<file path="src/rtl/regfl_pkg.sv">
package regfl_pkg;

    // Which pool a released number belongs to
    typedef enum logic [1:0] {
        CLS_INT  = 2'd0,
        CLS_FP   = 2'd1,
        CLS_CC   = 2'd2,
        CLS_NONE = 2'd3
    } pool_cls_e;

    // Fault tracking states
    typedef enum logic {
        ERR_CLEAN   = 1'b0,
        ERR_LATCHED = 1'b1
    } err_state_e;

endpackage

</file>
<file path="src/rtl/regfl_classify.sv">
module regfl_classify
    import regfl_pkg::*;
#(
    parameter int unsigned N_INT = 32,
    parameter int unsigned N_FP  = 32,
    parameter int unsigned N_CC  = 8,
    parameter int unsigned IDX_W = 7
) (
    input  logic [IDX_W-1:0] idx,
    output pool_cls_e        cls
);

    // Upper bounds, one bit wider so the total never wraps
    localparam logic [IDX_W:0] LIM_INT = (IDX_W+1)'(N_INT);
    localparam logic [IDX_W:0] LIM_FP  = (IDX_W+1)'(N_INT + N_FP);
    localparam logic [IDX_W:0] LIM_CC  = (IDX_W+1)'(N_INT + N_FP + N_CC);

    logic [IDX_W:0] wide_idx;
    assign wide_idx = {1'b0, idx};

    always_comb begin
        if (wide_idx < LIM_INT)      cls = CLS_INT;
        else if (wide_idx < LIM_FP)  cls = CLS_FP;
        else if (wide_idx < LIM_CC)  cls = CLS_CC;
        else                         cls = CLS_NONE;
    end

endmodule

</file>
<file path="src/rtl/regfl_pool.sv">
module regfl_pool #(
    parameter int unsigned DEPTH = 8,
    parameter int unsigned RSV   = 0,
    parameter int unsigned BASE  = 0,
    parameter int unsigned IDX_W = 7,
    parameter int unsigned CNT_W = 4
) (
    input  logic             clk,
    input  logic             rst_n,
    input  logic             pop_req,
    input  logic             push_req,
    input  logic [IDX_W-1:0] push_idx,
    output logic [IDX_W-1:0] head_idx,
    output logic             avail,
    output logic [CNT_W-1:0] count,
    output logic             pop_err,
    output logic             push_err
);

    localparam int unsigned PW   = (DEPTH > 1) ? $clog2(DEPTH) : 1;
    localparam int unsigned SEED = DEPTH - RSV;
    localparam logic [CNT_W-1:0] FULL = CNT_W'(DEPTH);

    logic [IDX_W-1:0] slots [DEPTH];
    logic [PW-1:0]    rd_ptr, wr_ptr;
    logic [CNT_W-1:0] cnt_q;
    logic             pop_ok, push_ok;

    function automatic logic [PW-1:0] bump(input logic [PW-1:0] p);
        return (p == PW'(DEPTH - 1)) ? '0 : p + 1'b1;
    endfunction

    assign pop_ok   = pop_req && (cnt_q != '0);
    assign push_ok  = push_req && ((cnt_q != FULL) || pop_ok);
    assign pop_err  = pop_req && (cnt_q == '0);
    assign push_err = push_req && !push_ok;

    always_ff @(posedge clk) begin
        if (!rst_n) begin
            for (int i = 0; i < int'(DEPTH); i++)
                slots[i] <= (i < int'(SEED)) ? IDX_W'(BASE + RSV + i) : '0;
            rd_ptr <= '0;
            wr_ptr <= PW'(SEED % DEPTH);
            cnt_q  <= CNT_W'(SEED);
        end else begin
            if (push_ok) begin
                slots[wr_ptr] <= push_idx;
                wr_ptr        <= bump(wr_ptr);
            end
            if (pop_ok)
                rd_ptr <= bump(rd_ptr);
            unique case ({push_ok, pop_ok})
                2'b10:   cnt_q <= cnt_q + 1'b1;
                2'b01:   cnt_q <= cnt_q - 1'b1;
                default: cnt_q <= cnt_q;
            endcase
        end
    end

    assign head_idx = slots[rd_ptr];
    assign avail    = (cnt_q != '0);
    assign count    = cnt_q;

endmodule

</file>
<file path="src/rtl/regfl_err_fsm.sv">
module regfl_err_fsm
    import regfl_pkg::*;
(
    input  logic clk,
    input  logic rst_n,
    input  logic fault,
    output logic err
);

    err_state_e state_q, state_d;

    always_comb begin
        state_d = state_q;
        unique case (state_q)
            ERR_CLEAN:   if (fault) state_d = ERR_LATCHED;  // fault_seen
            ERR_LATCHED: state_d = ERR_LATCHED;             // hold
            default:     state_d = ERR_LATCHED;
        endcase
    end

    always_ff @(posedge clk) begin
        if (!rst_n) state_q <= ERR_CLEAN;
        else        state_q <= state_d;
    end

    always_comb begin
        unique case (state_q)
            ERR_CLEAN:   err = 1'b0;
            ERR_LATCHED: err = 1'b1;
            default:     err = 1'b1;
        endcase
    end

endmodule

</file>
<file path="src/rtl/phys_reg_freelist.sv">
module phys_reg_freelist
    import regfl_pkg::*;
#(
    parameter int unsigned N_INT   = 32,
    parameter int unsigned N_FP    = 32,
    parameter int unsigned N_CC    = 8,
    parameter int unsigned RSV_INT = 16,
    parameter int unsigned RSV_FP  = 16,
    parameter int unsigned RSV_CC  = 4,
    localparam int unsigned TOTAL  = N_INT + N_FP + N_CC,
    localparam int unsigned IDX_W  = $clog2(TOTAL),
    localparam int unsigned MAXN   = (N_INT > N_FP) ? ((N_INT > N_CC) ? N_INT : N_CC)
                                                    : ((N_FP > N_CC) ? N_FP : N_CC),
    localparam int unsigned CNT_W  = $clog2(MAXN + 1)
) (
    input  logic             clk,
    input  logic             rst_n,
    input  logic             int_alloc,
    output logic [IDX_W-1:0] int_idx,
    output logic             int_avail,
    output logic [CNT_W-1:0] int_count,
    input  logic             fp_alloc,
    output logic [IDX_W-1:0] fp_idx,
    output logic             fp_avail,
    output logic [CNT_W-1:0] fp_count,
    input  logic             cc_alloc,
    output logic [IDX_W-1:0] cc_idx,
    output logic             cc_avail,
    output logic [CNT_W-1:0] cc_count,
    input  logic             rel_valid,
    input  logic [IDX_W-1:0] rel_idx,
    output logic             err
);

    localparam int unsigned NCLS = 3;
    localparam int unsigned DEPTH_A [NCLS] = '{N_INT, N_FP, N_CC};
    localparam int unsigned RSV_A   [NCLS] = '{RSV_INT, RSV_FP, RSV_CC};
    localparam int unsigned BASE_A  [NCLS] = '{0, N_INT, N_INT + N_FP};

    pool_cls_e        rel_cls;
    logic [NCLS-1:0]  alloc_v, push_v, avail_v, pop_err_v, push_err_v;
    logic [IDX_W-1:0] head_v [NCLS];
    logic [CNT_W-1:0] cnt_v  [NCLS];
    logic             stray, fault;

    regfl_classify #(
        .N_INT(N_INT), .N_FP(N_FP), .N_CC(N_CC), .IDX_W(IDX_W)
    ) u_classify (
        .idx (rel_idx),
        .cls (rel_cls)
    );

    assign alloc_v = {cc_alloc, fp_alloc, int_alloc};

    for (genvar g = 0; g < int'(NCLS); g++) begin : g_pool
        assign push_v[g] = rel_valid && (rel_cls == pool_cls_e'(g));

        regfl_pool #(
            .DEPTH(DEPTH_A[g]), .RSV(RSV_A[g]), .BASE(BASE_A[g]),
            .IDX_W(IDX_W), .CNT_W(CNT_W)
        ) u_pool (
            .clk      (clk),
            .rst_n    (rst_n),
            .pop_req  (alloc_v[g]),
            .push_req (push_v[g]),
            .push_idx (rel_idx),
            .head_idx (head_v[g]),
            .avail    (avail_v[g]),
            .count    (cnt_v[g]),
            .pop_err  (pop_err_v[g]),
            .push_err (push_err_v[g])
        );
    end

    assign stray = rel_valid && (rel_cls == CLS_NONE);
    assign fault = stray || (|pop_err_v) || (|push_err_v);

    regfl_err_fsm u_err (
        .clk   (clk),
        .rst_n (rst_n),
        .fault (fault),
        .err   (err)
    );

    assign int_idx   = head_v[0];
    assign fp_idx    = head_v[1];
    assign cc_idx    = head_v[2];
    assign int_avail = avail_v[0];
    assign fp_avail  = avail_v[1];
    assign cc_avail  = avail_v[2];
    assign int_count = cnt_v[0];
    assign fp_count  = cnt_v[1];
    assign cc_count  = cnt_v[2];

endmodule

</file>
<file path="config.mk">
export PLATFORM = sky130hd
export DESIGN_NAME = phys_reg_freelist
export DESIGN_NICKNAME = d
export VERILOG_FILES = /design/src/rtl/regfl_pkg.sv /design/src/rtl/regfl_classify.sv /design/src/rtl/regfl_pool.sv /design/src/rtl/regfl_err_fsm.sv /design/src/rtl/phys_reg_freelist.sv
export SDC_FILE = /design/constraint.sdc
export NUM_CORES = 1
export LEC_CHECK = 0
export ABC_CLOCK_PERIOD_IN_PS = 9800
export BUFFER_PORTS_ARGS = -buffer_cell sky130_fd_sc_hd__buf_2
export CORE_MARGIN = 8
export CORE_UTILIZATION = 25
export CTS_CLUSTER_DIAMETER = 150
export CTS_CLUSTER_SIZE = 12
export DETAILED_ROUTE_END_ITERATION = 10
export GPL_TIMING_DRIVEN = 0
export PLACE_DENSITY = 0.51
export SLEW_MARGIN = 15
export SYNTH_ARGS = -nofsm -noshare
export SYNTH_HDL_FRONTEND = slang
export SYNTH_SLANG_ARGS = --single-unit
</file>
<file path="constraint.sdc">
create_clock -name clk -period 9.8 [get_ports clk]
set_input_delay 0.49 -clock clk [delete_from_list [all_inputs] [get_ports clk]]
set_output_delay 0.49 -clock clk [all_outputs]
set_load 0.02 [all_outputs]
</file>
==> impl_metrics.tcl <==
set metrics [dict create \
    p_switching_mw 1.48 \
    hold_viol 0 \
    io_buffers 55 \
    clock_skew_ns 0.0423 \
    num_rows 116 \
    drt-total-wl_um 76000 \
    post-route-drc-count 0 \
    r2r_slack_ns 6.15 \
    synthTopCellsByArea "edfxtp_1 (60%), mux4_2 (8.7%), dfxtp_1 (4.6%)" \
    reg2reg_from "g_pool[0].u_pool.count[1]" \
    power_mw 5.47 \
    fillerInstances 10200 \
    synth_warnings 0 \
    setup_tns_ns 0 \
    fin_util 0.291 \
    area_growth_pct 15.5 \
    crit_path_start_kind "register" \
    htree_levels 2 \
    min_path_type "input pin to register" \
    seq_power_share 0.510 \
    via_per_inst 4.84 \
    vdd_drop_max_mv 0.144 \
    cts_setup_buffers 0 \
    r2r-end "g_pool[0].u_pool.count[5]" \
    avgSynthCellArea_sq_um 14.0 \
    cap_violations 0 \
    crit_family "buffers and inverters" \
    crit_cells 7 \
    crit_buf_inv 4 \
    cts_resized 0 \
    wl_met3_um 4970 \
    power.density_nw_per_um2 187 \
    synth_cells 1803 \
    setup_viol 0 \
    root_buffer "clkbuf_16" \
    cts_tree "built" \
    drtPass1Iterations 5 \
    pwr-share-comb 0.150 \
    finalMaxSlewViolations 0 \
    swShare 0.270 \
    grt.total_usage 0.132 \
    dp_hpwl_um 53700 \
    ys_seq_elements 562 \
    ys_types 64 \
    synth_top_cell_area_share 0.598 \
    required_ns 9.31 \
    power.internal_mw 4.00 \
    grt_max_degree 15 \
    initial_core_util 0.252 \
    synth-async-reset-ratio 0 \
    grt-ovfl-total 0 \
    antenna_found_initial 4 \
    route.antenna.remaining_nets 0 \
    synth_edf_count 504 \
    gp_congestion 0.851 \
    clockBufferDepth 3 \
    route.met2.wl_um 36400 \
    crit_type "register to output pin" \
    die_h_um 334 \
    drt-initial-drc-count 1696 \
    cpMostUsedCell "buf_2" \
    crit_end "fp_idx[2]" \
    period_minus_slack_ns 4.32 \
    final_common_cell "edfxtp_1" \
    drt-met1-wl_um 32800 \
    grt_pass1_vias 16800 \
    worst_pin_slew_ns 1.24 \
    yosysSeqAreaShare 0.644 \
    die_w_um 334 \
    die_area_sq_um 112000 \
    cts_made_buffers 52 \
    crit_chain "buf_2 -> buf_2 -> clkbuf_1 -> mux4_2 -> a22oi_1 -> nand4_1 -> buf_2" \
    clk_latency_ns 0.63 \
    clock-sinks 562 \
    worst_setup_path_end_kind "output pin" \
    io_pins 56 \
    cp_max_fo 10 \
    p_clk_frac 0.340 \
    core_sq_um 100000 \
    cts.clk_slew.worst_paths_ns 0.07 \
    nets 2096 \
    crit_slowest_cell "clkbuf_1" \
    yosysTopAreaCell "edfxtp_1" \
    cp_slowest_stage_delay_ns 0.88 \
    multi_input_area_sq_um 8710 \
    status "finished, final reports clean" \
    synth_area_sq_um 25300 \
    drive_above_1_share 0.144 \
    vias 16600 \
    rsz0062_at_grt "no" \
    highest_layer "met5" \
    synth_ff_type "edfxtp_1" \
    postCtsHoldBufs 0 \
    post_drt_wl_per_cell_um 22.2 \
    slew_headroom 0.167 \
    layout_common_cells "edfxtp_1 (504), nor3_1 (219), conb_1 (140), clkbuf_1 (132), nand2_1 (104)" \
    min_period_over_period 0.441 \
    cp_data_arrival_time_ns 3.83 \
    reg2reg_depth 10 \
    p_leak_nw 9.02 \
    fmax_ghz 0.232 \
    grt_pass1_wl_um 112000 \
    regArea_sq_um 16300 \
]
tightest hold or removal path, cell delays in order:
cell,delay [ns]
buf_2,0.11
a31oi_1,0.11
o21ai_0,0.07
o31a_1,0.13
worst min path at each step:
stage                               startpoint                    endpoint  slack, ns  depth (start not counted)
floorplan           g_pool[2].u_pool.rd_ptr[1]                    register       0.45                          2
global placement    g_pool[2].u_pool.rd_ptr[1]  g_pool[2].u_pool.rd_ptr[1]       0.47                          2
detailed placement  g_pool[2].u_pool.rd_ptr[1]                    register       0.48                          2
CTS                                   cc_alloc               u_err.state_q       0.29                          4
global route                          cc_alloc               u_err.state_q       0.36                          4
finish                                cc_alloc               u_err.state_q       0.33                          4
Yosys cell counts, types with 16 or more instances:
master / n
a21oi_1: 34
a22oi_1: 57
and2_1: 24
buf_2: 41
clkbuf_1: 114
dfxtp_1: 58
edfxtp_1: 504
ha_1: 31
inv_1: 18
mux2i_1: 71
mux4_2: 98
nand2_1: 104
nand2b_1: 16
nand3_1: 27
nand4_1: 16
nor2_1: 82
nor3_1: 219
o21ai_0: 81
or3_1: 54
cell families after synthesis:
| group | after synthesis | synth area share |
|---|---|---|
| simple gates | 603 | 0.122 |
| flops | 562 | 0.644 |
| compound gates | 228 | 0.0631 |
| buf+inv | 192 | 0.0324 |
| mux | 176 | 0.118 |
| fa+ha+maj | 33 | 0.0169 |
| xor+xnor | 7 | 0.00242 |
| other cells | 2 | 0.000297 |
power groups by stage:
| stage | Clock (mW) | Sequential (mW) | Combinational, mW |
|---|---|---|---|
| floorplan | 0 | 2.85 | 0.534 |
| global placement | 0 | 2.83 | 0.815 |
| detailed placement | 0 | 2.84 | 0.825 |
| CTS | 1.90 | 2.79 | 0.829 |
| global route | 1.97 | 2.80 | 0.887 |
| finish | 1.86 | 2.79 | 0.822 |
through the flow:
step,hold slack [ns],setup slack [ns],cells,instance area (sq um)
global route,0.360,5.30,3428,29200
CTS,0.290,5.30,3427,29200
floorplan,0.450,6.48,1941,25800
detailed placement,0.480,5.95,3353,27800
global placement,0.475,5.96,3353,27800
finish,0.331,5.48,3429,29200
registers in the layout, summed over array words and instances, names as in the netlist, named ones only:
name	cells
g_pool.u_pool.slots	504
g_pool.u_pool.count	18
g_pool.u_pool.rd_ptr	13
g_pool.u_pool.wr_ptr	13
u_err.state_q	1
final cells by class:
type                       count  area share
antenna                        2    0.000171
buffer                       173      0.0256
clock buffer                  71      0.0473
clock inverter                 3     0.00154
inverter                      19     0.00244
multi-input combinational   1187       0.298
sequential                   562       0.558
tap                         1357      0.0581
timing repair buffer          55     0.00942
per-layer routing:
metal  track usage  up-vias
li1              -     7336
met1         0.176     8513
met2         0.220      655
met3        0.0227      106
met4        0.0370        2
met5             0        -
No activity file was read; power rests on OpenSTA's default activity.
